<file path="src/rtl/bct_pkg.sv">
package bct_pkg;

    typedef enum logic [1:0] {
        ST_IDLE,
        ST_ISSUE,
        ST_COLLECT,
        ST_FINISH
    } bct_state_e;

    localparam logic [1:0] OP_WRITE = 2'b10;
    localparam int unsigned BCAST_ADDR_VAL = 3;

endpackage

</file>
<file path="src/rtl/bct_decide.sv">
// Route selection: broadcast when the sharer count exceeds the threshold.
module bct_decide #(
    parameter int unsigned CNT_W  = 8,
    parameter int unsigned THRESH = 4
) (
    input  logic [CNT_W-1:0] copies,
    output logic             use_bcast
);
    localparam logic [CNT_W-1:0] LIMIT = CNT_W'(THRESH);

    always_comb begin
        use_bcast = (copies > LIMIT);
    end
endmodule

</file>
<file path="src/rtl/bct_pack.sv">
// Splits a line index across the data word and the two low byte enables.
module bct_pack #(
    parameter int unsigned DATA_W = 32,
    parameter int unsigned BE_W   = 4
) (
    input  logic [DATA_W+1:0] line,
    output logic [DATA_W-1:0] wdata,
    output logic [BE_W-1:0]   be
);
    localparam int unsigned PAD_W = BE_W - 2;

    assign wdata = line[DATA_W-1:0];

    generate
        if (BE_W > 2) begin : g_pad
            assign be = {{PAD_W{1'b0}}, line[DATA_W+1:DATA_W]};
        end else begin : g_exact
            assign be = line[DATA_W+1:DATA_W];
        end
    endgenerate
endmodule

</file>
<file path="src/rtl/bct_resp_counter.sv">
// Counts accepted responses against a loaded expectation.
module bct_resp_counter #(
    parameter int unsigned CNT_W = 8
) (
    input  logic             clk,
    input  logic             rst_n,
    input  logic             load,
    input  logic [CNT_W-1:0] exp_in,
    input  logic             armed,
    input  logic             inc,
    output logic             last
);
    logic [CNT_W-1:0] cnt_q;
    logic [CNT_W-1:0] exp_q;
    logic [CNT_W-1:0] cnt_next;

    assign cnt_next = cnt_q + CNT_W'(1);
    assign last     = armed && inc && (cnt_next == exp_q);

    always_ff @(posedge clk) begin
        if (!rst_n) begin
            cnt_q <= '0;
            exp_q <= '0;
        end else if (load) begin
            cnt_q <= '0;
            exp_q <= exp_in;
        end else if (armed && inc) begin
            cnt_q <= cnt_next;
        end
    end

    // While collecting, the count never reaches or passes the expectation.
    assert_no_overflow_R6: assert property (@(posedge clk) disable iff (!rst_n)
        armed |-> (cnt_q < exp_q));
endmodule

</file>
<file path="src/rtl/bcast_inval_tracker.sv">
module bcast_inval_tracker
    import bct_pkg::*;
#(
    parameter int unsigned DATA_W = 32,
    parameter int unsigned BE_W   = 4,
    parameter int unsigned ADDR_W = 40,
    parameter int unsigned CNT_W  = 8,
    parameter int unsigned THRESH = 4,
    localparam int unsigned LINE_W = DATA_W + 2
) (
    input  logic              clk,
    input  logic              rst_n,
    input  logic              trig_valid,
    output logic              trig_ready,
    input  logic              trig_is_write,
    input  logic [LINE_W-1:0] trig_line,
    input  logic [CNT_W-1:0]  trig_copies,
    output logic              tgt_valid,
    output logic [LINE_W-1:0] tgt_line,
    output logic              tgt_is_write,
    output logic              cmd_valid,
    input  logic              cmd_ready,
    output logic [1:0]        cmd_opcode,
    output logic [ADDR_W-1:0] cmd_addr,
    output logic [DATA_W-1:0] cmd_wdata,
    output logic [BE_W-1:0]   cmd_be,
    output logic              cmd_eop,
    input  logic              rsp_valid,
    output logic              rsp_ready,
    output logic              done,
    output logic              wr_ack_release
);
    localparam logic [ADDR_W-1:0] BCAST_ADDR = ADDR_W'(BCAST_ADDR_VAL);

    bct_state_e        state_q, state_d;
    logic [LINE_W-1:0] line_q;
    logic              write_q;
    logic              tgt_q;
    logic              use_bcast;
    logic              accept;
    logic              cmd_fire;
    logic              last_rsp;
    logic [DATA_W-1:0] packed_wdata;
    logic [BE_W-1:0]   packed_be;

    assign accept   = trig_valid && trig_ready;
    assign cmd_fire = cmd_valid && cmd_ready;

    bct_decide #(.CNT_W(CNT_W), .THRESH(THRESH)) decide_i (
        .copies    (trig_copies),
        .use_bcast (use_bcast)
    );

    bct_pack #(.DATA_W(DATA_W), .BE_W(BE_W)) pack_i (
        .line  (line_q),
        .wdata (packed_wdata),
        .be    (packed_be)
    );

    bct_resp_counter #(.CNT_W(CNT_W)) count_i (
        .clk    (clk),
        .rst_n  (rst_n),
        .load   (accept && use_bcast),
        .exp_in (trig_copies),
        .armed  (state_q == ST_COLLECT),
        .inc    (rsp_valid),
        .last   (last_rsp)
    );

    // Next-state logic
    always_comb begin
        state_d = state_q;
        unique case (state_q)
            ST_IDLE:    if (accept && use_bcast) state_d = ST_ISSUE;
            ST_ISSUE:   if (cmd_fire)            state_d = ST_COLLECT;
            ST_COLLECT: if (last_rsp)            state_d = ST_FINISH;
            ST_FINISH:                           state_d = ST_IDLE;
            default:                             state_d = ST_IDLE;
        endcase
    end

    // State register and captured trigger
    always_ff @(posedge clk) begin
        if (!rst_n) begin
            state_q <= ST_IDLE;
            line_q  <= '0;
            write_q <= 1'b0;
            tgt_q   <= 1'b0;
        end else begin
            state_q <= state_d;
            tgt_q   <= accept && !use_bcast;
            if (accept) begin
                line_q  <= trig_line;
                write_q <= trig_is_write;
            end
        end
    end

    // Outputs
    always_comb begin
        trig_ready     = 1'b0;
        cmd_valid      = 1'b0;
        rsp_ready      = 1'b0;
        done           = 1'b0;
        wr_ack_release = 1'b0;
        unique case (state_q)
            ST_IDLE:    trig_ready = 1'b1;
            ST_ISSUE:   cmd_valid  = 1'b1;
            ST_COLLECT: rsp_ready  = 1'b1;
            ST_FINISH: begin
                done           = 1'b1;
                wr_ack_release = write_q;
            end
            default: ;
        endcase
    end

    assign tgt_valid    = tgt_q;
    assign tgt_line     = line_q;
    assign tgt_is_write = write_q;
    assign cmd_opcode   = OP_WRITE;
    assign cmd_addr     = BCAST_ADDR;
    assign cmd_wdata    = packed_wdata;
    assign cmd_be       = packed_be;
    assign cmd_eop      = 1'b1;

    // an unaccepted flit stays valid with the same contents
    assert_cmd_hold_R3: assert property (@(posedge clk) disable iff (!rst_n)
        (cmd_valid && !cmd_ready) |=> (cmd_valid && $stable(cmd_wdata) && $stable(cmd_be)));

    // responses are never taken while the command is pending
    assert_rsp_excl_R5: assert property (@(posedge clk) disable iff (!rst_n)
        !(rsp_ready && cmd_valid));

    // completion lasts exactly one cycle
    assert_done_pulse_R6: assert property (@(posedge clk) disable iff (!rst_n)
        done |=> !done);

    // write release only accompanies completion
    assert_release_R7: assert property (@(posedge clk) disable iff (!rst_n)
        wr_ack_release |-> done);

    // no trigger is taken once a broadcast is started
    assert_busy_R8: assert property (@(posedge clk) disable iff (!rst_n)
        $rose(cmd_valid) |-> !trig_ready);

    // a targeted hand-off never coincides with a broadcast flit
    assert_tgt_R2: assert property (@(posedge clk) disable iff (!rst_n)
        tgt_valid |-> !cmd_valid);
endmodule

</file>
<file path="config.mk">
export PLATFORM = sky130hd
export DESIGN_NAME = bcast_inval_tracker
export DESIGN_NICKNAME = d
export VERILOG_FILES = /design/src/rtl/bct_pkg.sv /design/src/rtl/bct_decide.sv /design/src/rtl/bct_pack.sv /design/src/rtl/bct_resp_counter.sv /design/src/rtl/bcast_inval_tracker.sv
export SDC_FILE = /design/constraint.sdc
export NUM_CORES = 1
export LEC_CHECK = 0
export ABC_AREA = 0
export BUFFER_PORTS_ARGS = -buffer_cell sky130_fd_sc_hd__buf_2
export CAP_MARGIN = 10
export CELL_PAD_IN_SITES_DETAIL_PLACEMENT = 2
export CELL_PAD_IN_SITES_GLOBAL_PLACEMENT = 2
export CORE_UTILIZATION = 21
export DETAILED_ROUTE_END_ITERATION = 10
export HOLD_SLACK_MARGIN = 0.15
export PLACE_DENSITY = 0.86
export SLEW_MARGIN = 10
export SYNTH_ARGS = -nofsm -noshare
export SYNTH_HDL_FRONTEND = slang
export SYNTH_HIERARCHICAL = 1
export SYNTH_SLANG_ARGS = --single-unit
</file>
<file path="constraint.sdc">
create_clock -name clk -period 2.3 [get_ports clk]
set_clock_uncertainty 0.05 [all_clocks]
set_input_delay 0.46 -clock clk [delete_from_list [all_inputs] [get_ports clk]]
set_output_delay 0.46 -clock clk [all_outputs]
set_load 0.005 [all_outputs]
</file>
* Word level (Yosys, flattened, before mapping) *
Index checks and enable logic that the tools add are counted.

storage, ports and cells
  output and inout bits = 120
  word-level logic and storage cells = 35
  register bits after elaboration = 54
  input port bits = 48

operators by class
  order comparisons = 1
  $add $sub $neg = 1
  reduce and logical (&&, ||, !) cells = 10
  bitwise logic cells = 1
  eq/ne operators = 7
  muxes and demuxes = 9

operators with widths
  kind                 count
  $add 8x1->8 const B  1
  $eq 8x8->1           1
  $gt 8x3->1 const B   1
  $pmux 2 s4           1
  $logic_and 1x1->1    6
  $mux 2               3
  $mux 1               5
  $eq 2x2->1 const B   2
  $ne 2x2->1 const B   2
  $reduce_and 3->1     1
  $eq 2x1->1 const B   1
  $logic_not 2->1      1
  $ne 2x1->1 const B   1
  $reduce_or 2->1      1
  $logic_not 1->1      1
  $not 1->1            1

* Depth between registers and ports, before layout *
Gate-level depths: netlist of the first run.

  word-level depth = 6
  depth in mapped cells = 9
  depth with buffers taken out = 9

* By module *
The synthesis of the first run kept the hierarchy.

modules (own cells, without submodules)
  module               area an instance (um2)  cells an instance  seq. area each (um2)  times used
  bcast_inval_tracker  1848.0                  221                760.7                 1
  bct_resp_counter     810.8                   87                 320.3                 1
  bct_pack             274.0                   37                 0.0                   1
  bct_decide           23.8                    4                  0.0                   1

* Worst setup path after synthesis of the first run *
OpenSTA, ideal clock, no wires.

  path kind = reg-to-reg
  from = register state_q[0]
  to = register state_q[0]
  data arrival time = 2.299 ns
  data required time = 2.178 ns
  library setup time = 0.072 ns
  cell stages (with the launch flop) = 10
  path buffers = 0
  period minus slack after synthesis = 2.421 ns
  slack = -0.121 ns
  cells stage by stage = dfxtp_1 inv_1 ha_1 nand2_1 a211oi_1 o2111ai_1 a2111oi_1 inv_1 a222oi_1 mux2i_1

between the ends
  elaborated cells on any way between the ends = 16
  those cells by class = eq/ne: 6; mux: 3; reduce/logical: 7

RTL lines
  item                               RTL line                   text
  start, declared                    bcast_inval_tracker.sv:35  bct_state_e state_q, state_d;
  start signal, assigned             bcast_inval_tracker.sv:90  state_q <= state_d;
  $eq 2x2->1                         bcast_inval_tracker.sv:65  .armed (state_q == ST_COLLECT),
  $logic_and 1x1->1 (2 in a row)     bct_resp_counter.sv:18     assign last = armed && inc && (cnt_next == exp_q);
  net last_rsp                       bcast_inval_tracker.sv:42  logic last_rsp;
  $ne 2x2->1 (no source line)        n/a
  $reduce_and 3->1 (no source line)  n/a

The timed path passes the listed nets, and every way through them passes these cells.
A chain may end at the register's enable or synchronous reset.

* Final worst setup path of the first run *
  from = register count_i.cnt_q[2]
  to = register state_q[0]

between the ends
  cells in the longest elaborated chain, start to end = 5

RTL lines
  item                               RTL line                   text
  start, declared                    bct_resp_counter.sv:13     logic [CNT_W-1:0] cnt_q;
  start signal, assigned             bct_resp_counter.sv:28     cnt_q <= cnt_next;
  $add 8x1->8                        bct_resp_counter.sv:17     assign cnt_next = cnt_q + CNT_W'(1);
  $eq 8x8->1                         bct_resp_counter.sv:18
  $logic_and 1x1->1                  bct_resp_counter.sv:18
  net last_rsp                       bcast_inval_tracker.sv:42
  $ne 2x2->1 (no source line)        n/a
  $reduce_and 3->1 (no source line)  n/a

The timed path passes the listed nets, and every way through them passes these cells.

==> results of run 1 <==
-- flip-flops by register name, indices dropped and copies added, names as in the netlist --
register and count:
tgt_is_write 1, count_i/cnt_q 8, tgt_line 34, tgt_valid 1
state_q 2, count_i/exp_q 8
-- layer usage --
layer | track usage (%) | up-vias
li1 | - | 1191
met1 | 13.4 | 1202
met2 | 22.7 | 93
met3 | 2.22 | 6
met4 | 3.09 | 0
met5 | 0 | -
-- power by group --
part | internal (mW) | total (mW) | switching [mW] | leakage, nW
clock | 0.399 | 0.737 | 0.338 | 0.0629
sequential | 1.09 | 1.22 | 0.128 | 0.443
combinational | 0.480 | 1.10 | 0.617 | 1.22
total | 1.97 | 3.06 | 1.08 | 1.72
-- worst max-delay path, stage by stage (launching register included) --
cell       delay [ns]
dfxtp_1          0.52
nand3_4          0.14
or4_4            0.52
a2111oi_4        0.29
inv_1            0.08
a222oi_1         0.32
buf_4            0.18
mux2i_1          0.21
-- what timing repair did --
action	in CTS	in global routing
resized for setup	6	6
setup buffers	2	1
pin swaps	0	1
setup endpoints to repair	2	2
-- stage by stage --
stage / cell area [um2] / TNS, ns
final: 3640 / -0.142
after global routing: 3640 / -0.374
after CTS: 3590 / -0.0597
after detailed placement: 3420 / -0.195
after global placement: 3420 / 0
after floorplan: 3140 / 0
-- logic make-up after synthesis --
kind of cell | Yosys count | share of synthesized area, %
AOI/OAI and AO/OA | 47 | 11.6
buffers and inverters | 97 | 23.4
other | 3 | 0.381
muxes | 10 | 3.39
and+or+nand+nor | 117 | 17.7
DFF | 54 | 36.6
xor gates and xnor gates | 15 | 4.44
adders and majority gates | 6 | 2.54
-- worst paths after layout --
| kind | start | end | slack [ns] | cells past startpoint |
|---|---|---|---|---|
| max | count_i/cnt_q[2] | state_q[0] | -0.11 | 7 |
| max reg2reg | count_i/cnt_q[2] | state_q[0] | -0.11 | 7 |
| min | trig_line[7] | tgt_line[7] | 0.36 | 3 |
| min reg2reg | tgt_line[27] | tgt_line[27] | 0.43 | 2 |
-- layout make-up --
cell class / count / area [um2]
inverters: 4 / 15.0
clock inverters: 1 / 7.51
multi-input cells: 240 / 1420
repair buffers: 140 / 758
flip-flops and latches: 54 / 1080
fillers: 1600 / 9870
clock buffers: 6 / 129
well taps: 176 / 220
-- synth_stat cells, types with 6 or more instances --
cell type	n	share of area, %
buf_4	80	20
nand2_1	78	9.9
dfxtp_1	54	37
a21boi_0	32	8.1
mux2i_1	10	3.4
xnor2_1	9	2.7
nor2_1	8	1.0
nor2b_1	8	1.7
clkbuf_1	6	0.76
ha_1	6	2.5
xor2_1	6	1.8
==> summary.txt, run 1 <==
Run status
  – Status: finished with violations
  – Failing checks: negative setup slack

Drt
  – DRC: 0
  – Total Wirelength: 8860 um
  – Detailed-route via count: 2492
  – Top sig layer: met4
  – 1st-iter DRT viols: 64
  – Vias per cell: 4.01
  – Drt wl/cell: 14.3 um
  – Met3 wire length: 412 um
  – Post-route ant nets: 0
  – M1 WL: 3570 um
  – WL met2: 4800 um
  – DR pass1 iterations: 4

Synth
  – Sequential element share of the synthesized area: 36.6%
  – Synth warnings: 6
  – Yosys reg bits: 54
  – Post-synth cell types: 37
  – Mapped Avg Cell Area: 8.47 um2
  – FFs w/ async S/R, synth: 0%
  – Syn Std Cell Area: 2960 um2
  – Primary FF master, synth: dfxtp_1
  – Number of flops mapped to enable cells by yosys: 0
  – Syn Inst Count: 349

Setup path
  – Crit path DAT: 2.56 ns
  – Crit-path max FO: 4
  – Startpoint type of the worst setup path: flop
  – Worst path required time: 2.45 ns
  – Critical path class: flop to flop
  – CP endpoint kind: flop

Timing
  – Hold Slack: 0.360 ns
  – Hold Vio Cnt, Final: 0
  – Worst setup margin: -0.108 ns
  – RSZ-0062 raised after global routing: yes
  – Final Max Slew Viols: 0
  – Fin crit period: 2.41 ns
  – Tightest Pin Transition: 0.542 ns
  – Final period utilization: 105%
  – Max Freq: 0.415 GHz
  – Slew margin rel.: 63.8%
  – Setup-failing EPs final: 2

Global routing
  – Largest net degree at the start of global routing: 36
  – GRT Overall Usage: 11.9%
  – First-pass GRT wire length: 13400 um
  – Total gr overflow: 0
  – Initial antenna violation count: 0
  – Vias in the first global route: 2542

Pwr
  – Total power: 3.06 mW
  – PwrDens: 840 nW/um2
  – Maximum vdd drop: 0.266 mV
  – Leak: 1.72 nW

Clocking
  – CTS tree: yes
  – CTS Buf Count: 5
  – Clock-pin slew on the worst setup and hold paths: 0.07 ns
  – Worst skew pair latency: 0.29 ns
  – CTS Buffer Depth: 2
  – Clk sinks: 54
  – Hold buffer count at cts: 0
  – H-tree levels: 2
  – Root Buffer: clkbuf_16

Placement
  – HPWL Detailed: 6840 um
  – Placer Congestion: 0.816
  – Place WS: -0.110 ns
  – Placed insts: 611
  – Port Buffers: 122

Floorplanning
  – Core area: 13500 um2
  – Die X: 121 um
  – Initial core utilization: 21.9%
  – Die footprint: 14600 um2
  – Die height: 121 um
  – Num ports: 168
  – Cell row count: 42

Finish
  – Layout area overhead: 23.0%
  – Util after Layout: 26.9%
  – Layout Nets: 499
  – Most frequent cells in the layout: buf_2, nand2_1, dfxtp_1
  – Layout cells sized above 1: 36.9%
  – N_diodes: 0
  – Most common cell after layout, fill and taps aside: buf_2
  – Cell Count, Final, Fillers Out: 621

Job
  – MaxCap Viol Count: 0

Hold path
  – Worst Hold Class: primary input to flop
Note: power is estimated with default switching activity, not from simulation.
==> run 2: changes to the inputs <==
--- a/config.mk
+++ b/config.mk
@@ -14,6 +14,7 @@
 export DETAILED_ROUTE_END_ITERATION = 10
 export HOLD_SLACK_MARGIN = 0.15
 export PLACE_DENSITY = 0.86
+export SETUP_SLACK_MARGIN = 0.2
 export SLEW_MARGIN = 10
 export SYNTH_ARGS = -nofsm -noshare
 export SYNTH_HDL_FRONTEND = slang
==> summary.txt, run 2 (synthesis gave the netlist of run 1 again) <==
Placement
  – HPWL Detailed: 6870 um (+0.41%)
  – Placer Congestion: 0.797 (-2.3%)
  – DP Area: 3440 um2 (+0.73%)
  – Port Buffers: 122 (unchanged)
  – Placed insts: 611 (unchanged)

Run status
  – Failing checks: negative setup slack
  – Status: finished with violations

Drt
  – DRC: 0 (unchanged)
  – WL met2: 4670 um (-2.6%)
  – Met3 wire length: 496 um (+20%)
  – Total Wirelength: 8760 um (-1.2%)
  – M1 WL: 3450 um (-3.4%)
  – Vias per cell: 4.00 (-0.44%)
  – Drt wl/cell: 14.1 um (-1.4%)
  – Top sig layer: met4
  – DR pass1 iterations: 4 (unchanged)
  – Post-route ant nets: 0 (unchanged)
  – 1st-iter DRT viols: 57 (-11%)
  – Detailed-route via count: 2485 (-0.28%)

Clocking
  – Hold buffer count at cts: 0 (unchanged)
  – H-tree levels: 2 (unchanged)
  – CTS tree: yes
  – Clk sinks: 54 (unchanged)
  – CTS Buffer Depth: 2 (unchanged)
  – CTS Buf Count: 5 (unchanged)
  – Root Buffer: clkbuf_16
  – Worst skew pair latency: 0.31 ns (+0.02 ns)
  – Clock-pin slew on the worst setup and hold paths: 0.07 ns (about the same)

Pwr
  – PwrDens: 873 nW/um2 (+3.9%)
  – Clock power share: 27.2% (+3.1 points)
  – Total power: 3.23 mW (+5.6%)
  – Switching Share: 34.5% (-0.96 points)
  – Sequential power share: 37.8% (-2.2 points)
  – Switching pwr: 1.11 mW (+2.7%)
  – Internal: 2.11 mW (+7.2%)
  – Comb pwr share: 35.1% (-0.8 points)
  – Maximum vdd drop: 0.258 mV (-3.1%)
  – Leak: 1.74 nW (+1.1%)

Floorplanning
  – Die height: 121 um (unchanged)
  – Die footprint: 14600 um2 (unchanged)
  – Core area: 13500 um2 (unchanged)
  – Cell row count: 42 (unchanged)
  – Die X: 121 um (unchanged)
  – Num ports: 168 (unchanged)
  – Initial core utilization: 21.9% (unchanged)

Timing
  – Max Freq: 0.430 GHz (+3.4%)
  – Hold Vio Cnt, Final: 0 (unchanged)
  – Setup-failing EPs final: 2 (unchanged)
  – Final period utilization: 101% (-3.5 points)
  – Worst setup margin: -0.0278 ns (+0.0799 ns)
  – RSZ-0062 raised after global routing: yes
  – Fin crit period: 2.33 ns (-0.0799 ns)
  – Final Max Slew Viols: 0 (unchanged)

Finish
  – Final Instance Area: 3690 um2 (+1.6%)
  – Most frequent cells in the layout: buf_2, nand2_1, dfxtp_1
  – N_diodes: 0 (unchanged)
  – Filler instances: 1585 (-0.94%)
  – Layout cells sized above 1: 37.0% (+0.14 points)
  – Max FFs per register: 34 (unchanged)
  – Layout area overhead: 25.0%
  – Reg area: 1090 um2 (+0.46%)
  – Layout Nets: 499 (unchanged)
  – Most common cell after layout, fill and taps aside: buf_2
  – Cell Count, Final, Fillers Out: 622 (+0.16%)
  – Multi-input gate area: 1450 um2 (+1.9%)

Global routing
  – First-pass GRT wire length: 13800 um (+3.0%)
  – GRT Overall Usage: 12.4% (+0.52 points)
  – Total gr overflow: 0 (unchanged)
  – Initial antenna violation count: 0 (unchanged)
  – Largest net degree at the start of global routing: 33 (-8.3%)
  – Vias in the first global route: 2614 (+2.8%)

Setup path
  – Worst reg2reg endpoint: state_q[0]
  – Crit path DAT: 2.52 ns (-0.04 ns)
  – Flop-to-flop setup slack: -0.03 ns (+0.08 ns)
  – Crit-path max FO: 5 (+1)
  – Worst Reg-to-Reg Cells: 10 (+3)
  – Critical path class: flop to flop
  – Startpoint type of the worst setup path: flop
  – CP endpoint kind: flop
  – R2r startpoint: count_i/cnt_q[0]
  – Worst path required time: 2.49 ns (+0.04 ns)

Hold path
  – Worst min-delay path endpoint: tgt_line[7]
  – Hold Crit Start: trig_line[7]
  – Hold Path Cell Cnt: 3 (unchanged)
  – Worst Hold Class: primary input to flop

Job
  – MaxCap Viol Count: 0 (unchanged)
==> run 2: per-layer routing <==
| layer | vias up | global-route usage (%) |
|---|---|---|
| li1 | 1192 | - |
| met2 | 92 | 23.3 |
| met5 | - | 0 |
| met1 | 1192 | 13.3 |
| met4 | 0 | 4.48 |
| met3 | 9 | 3.16 |
==> run 2: worst max path at each step <==
stage	startpoint	endpoint	slack (ns)	depth (start not counted)
floorplan	count_i/cnt_q[0]	state_q[0]	0.05	7
global placement	count_i/cnt_q[1]	state_q[0]	0.01	8
detailed placement	count_i/cnt_q[1]	state_q[1]	-0.1	9
CTS	count_i/cnt_q[0]	state_q[1]	-0.09	8
global route	count_i/cnt_q[1]	state_q[0]	-0.17	10
finish	count_i/cnt_q[0]	state_q[0]	-0.03	10
==> run 2: what timing repair did <==
action                                  in CTS  in global routing
buffers inserted                             3                  0
endpoints found under the setup margin       2                  6
pin swaps                                    5                  4
gates resized for setup                      7                  5
==> run 2: area by class of cell <==
class	count	area share, %
Clock inverter	1	0.813
Timing Repair Buffer	140	20.5
Clock buffer	7	3.59
Inverter	4	0.406
Tap cell	176	5.96
Multi-Input combinational cell	240	39.2
Sequential cell	54	29.5
==> run 2: power by group through the flow <==
stage	clock, mW	combinational [mW]	sequential (mW)
floorplan	0	0.799	1.23
global placement	0	1.07	1.23
detailed placement	0	1.13	1.24
CTS	0.925	1.16	1.22
global route	0.950	1.27	1.24
finish	0.876	1.13	1.22
==> run 2: per-stage QoR <==
| step | setup WS (ns) | TNS [ns] | hold WS (ns) | utilization, % |
|---|---|---|---|---|
| final | -0.0278 | -0.0555 | 0.346 | 27.4 |
| after global routing | -0.174 | -0.335 | 0.354 | 27.4 |
| after CTS | -0.0870 | -0.169 | 0.333 | 27.2 |
| after detailed placement | -0.0959 | -0.185 | 0.421 | 25.5 |
| after global placement | 0.0140 | 0 | 0.407 | 25.5 |
| after floorplan | 0.0452 | 0 | 0.415 | - |
==> run 2: worst max-delay path: stages, from the launching register on <==
cell and delay (ns):
dfxtp_4 0.36, ha_4 0.18, nand3_4 0.10, buf_4 0.15, nor3b_2 0.19, o41ai_2 0.13, a2111oi_4 0.35, inv_1 0.08
a222oi_1 0.32, buf_4 0.18, mux2i_1 0.17
==> run 3: changes to the inputs <==
--- a/config.mk
+++ b/config.mk
@@ -7,13 +7,11 @@
 export LEC_CHECK = 0
 export ABC_AREA = 0
 export BUFFER_PORTS_ARGS = -buffer_cell sky130_fd_sc_hd__buf_2
-export CAP_MARGIN = 10
-export CELL_PAD_IN_SITES_DETAIL_PLACEMENT = 2
-export CELL_PAD_IN_SITES_GLOBAL_PLACEMENT = 2
-export CORE_UTILIZATION = 21
+export CAP_MARGIN = 20
+export CORE_UTILIZATION = 35
 export DETAILED_ROUTE_END_ITERATION = 10
 export HOLD_SLACK_MARGIN = 0.15
-export PLACE_DENSITY = 0.86
+export PLACE_DENSITY = 0.79
 export SETUP_SLACK_MARGIN = 0.2
 export SLEW_MARGIN = 10
 export SYNTH_ARGS = -nofsm -noshare
==> summary.txt, run 3 (synthesis gave the netlist of run 1 again) <==
Timing
  – Slew margin rel.: 53.9%
  – Fin crit period: 2.29 ns (-0.0421 ns)
  – Setup-failing EPs final: 0 (-2)
  – Hold Vio Cnt, Final: 0 (unchanged)
  – Final period utilization: 99.4% (-1.8 points)
  – Setup_tns: 0 ns (+0.0555 ns)
  – Hold Slack: 0.338 ns (-0.00846 ns)
  – Max Freq: 0.438 GHz (+1.8%)
  – Final Max Slew Viols: 0 (unchanged)
  – Tightest Pin Transition: 0.689 ns
  – RSZ-0062 raised after global routing: yes

Hold path
  – Hold Path Cell Cnt: 3 (unchanged)
  – Worst min-delay path endpoint: tgt_line[7]
  – Hold Crit Start: trig_line[7]
  – Worst Hold Class: primary input to flop

Drt
  – Met3 wire length: 375 um (-24%)
  – Drt wl/cell: 11.3 um (-20%)
  – DRC: 0 (unchanged)
  – Vias per cell: 4.33 (+8.4%)
  – DR pass1 iterations: 4 (unchanged)
  – Total Wirelength: 6120 um (-30%)
  – Detailed-route via count: 2356 (-5.2%)
  – Post-route ant nets: 0 (unchanged)
  – 1st-iter DRT viols: 55 (-3.5%)
  – Top sig layer: met4
  – M1 WL: 2530 um (-27%)
  – WL met2: 3130 um (-33%)

Setup path
  – CP max stage delay: 0.54 ns (+0.18 ns)
  – Worst Reg-to-Reg Cells: 7 (-3)
  – R2r startpoint: count_i/cnt_q[5]
  – Startpoint type of the worst setup path: flop
  – CP max-delay cell: or4_4
  – Crit path DAT: 2.46 ns (-0.06 ns)
  – CP endpoint kind: flop
  – Worst reg2reg endpoint: state_q[1]
  – Critical path class: flop to flop
  – Worst path required time: 2.48 ns (about the same)
  – Cell Chain, Critical Path: nand2_1, or4_4, a2111oi_4, inv_1, a222oi_1, buf_4, mux2i_1
  – Crit-path max FO: 5 (unchanged)
  – Flop-to-flop setup slack: 0.01 ns (+0.04 ns)

Finish
  – Most common cell after layout, fill and taps aside: buf_2
  – Filler instances: 837 (-47%)
  – Layout area overhead: 17.4%
  – Final Instance Area: 3470 um2 (-6.0%)
  – Max FFs per register: 34 (unchanged)
  – Util after Layout: 42.5% (+15 points)
  – Layout cells sized above 1: 35.8% (-1.2 points)
  – Layout Nets: 492 (-1.4%)
  – Most frequent cells in the layout: buf_2, nand2_1, dfxtp_1
  – N_diodes: 0 (unchanged)

Clocking
  – Clock-pin slew on the worst setup and hold paths: 0.10 ns (+0.03 ns)
  – H-tree levels: 2 (unchanged)
  – CTS tree: yes
  – Root Buffer: clkbuf_8
  – Hold buffer count at cts: 0 (unchanged)
  – Worst skew pair latency: 0.30 ns (about the same)
  – CTS Buffer Depth: 2 (unchanged)
  – Clk sinks: 54 (unchanged)
  – CTS Buf Count: 5 (unchanged)

Global routing
  – Initial antenna violation count: 0 (unchanged)
  – Vias in the first global route: 2087 (-20%)
  – Total gr overflow: 0 (unchanged)
  – Largest net degree at the start of global routing: 37 (+12%)
  – First-pass GRT wire length: 9670 um (-30%)
  – GRT Overall Usage: 14.1% (+1.6 points)

Floorplanning
  – Initial core utilization: 36.2% (+14 points)
  – Die X: 93.9 um (-22%)
  – Num ports: 168 (unchanged)
  – Die footprint: 8820 um2 (-39%)
  – Die height: 93.9 um (-22%)
  – Core area: 8180 um2 (-39%)
  – Cell row count: 33 (-21%)

Placement
  – DP Area: 3310 um2 (-3.9%)
  – Placer Congestion: 0.812 (+1.8%)
  – Port Buffers: 122 (unchanged)
  – HPWL Detailed: 4610 um (-33%)

Job
  – MaxCap Viol Count: 0 (unchanged)

Pwr
  – Leak: 1.68 nW (-3.6%)
  – Maximum vdd drop: 0.318 mV (+23%)
  – PwrDens: 829 nW/um2 (-5.1%)

Run status
  – Status: finished, final reports clean
run 3: repair_timing:
action / in CTS / in global routing
buffers inserted: 2 / 0
gates resized for setup: 7 / 0
setup endpoints to repair: 2 / 2
pin swaps: 5 / 1
gates cloned: 0 / 0
run 3: worst max-delay path by stage:
stage          cells past startpoint          to              from  slack, ns
6_report                           7  state_q[1]  count_i/cnt_q[5]       0.01
2_1_floorplan                      7  state_q[0]  count_i/cnt_q[0]       0.05
3_3_place_gp                       8  state_q[0]  count_i/cnt_q[1]       0.03
5_1_grt                           10  state_q[0]  count_i/cnt_q[0]      -0.12
3_5_place_dp                       8  state_q[1]  count_i/cnt_q[1]      -0.03
4_1_cts                           10  state_q[1]  count_i/cnt_q[0]       0.01
run 3: area by class of cell:
| class | count | area (um2) | share of cell area, % |
|---|---|---|---|
| repair buffers | 133 | 706 | 20.3 |
| multi-input cells | 240 | 1420 | 40.9 |
| clock buffers | 6 | 72.6 | 2.09 |
| inverters | 4 | 15.0 | 0.432 |
| flip-flops and latches | 54 | 1090 | 31.4 |
| clock inverters | 2 | 37.5 | 1.08 |
| well taps | 105 | 131 | 3.78 |
run 3: critical path, delay by kind of cell, from the launching register on:
kind                   cells  cell delay, ns
muxes                      1            0.18
AOI/OAI and AO/OA          2            0.61
DFF                        1            0.47
buffers and inverters      2            0.25
and+or+nand+nor            2            0.66
run 3: through the flow:
| stage | worst slack [ns] | power [mW] | std cells |
|---|---|---|---|
| 6_report | 0.0143 | 2.88 | 544 |
| 3_5_place_dp | -0.0269 | 2.28 | 534 |
| 3_3_place_gp | 0.0302 | 2.24 | 534 |
| 4_1_cts | 0.00954 | 2.93 | 544 |
| 2_1_floorplan | 0.0452 | 2.03 | 391 |
| 5_1_grt | -0.123 | 3.10 | 544 |
run 3: power by group:
| group | leakage, nW | internal (mW) | total (mW) | switching, mW |
|---|---|---|---|---|
| clock | 0.0514 | 0.325 | 0.636 | 0.311 |
| combinational | 1.18 | 0.470 | 1.03 | 0.558 |
| sequential | 0.444 | 1.09 | 1.21 | 0.121 |
run 3: routing by layer:
layer,vias to the layer above,track usage (%)
met5,-,0
met4,0,4.23
met3,7,2.75
met2,95,26.4
met1,1076,15.8
li1,1178,-
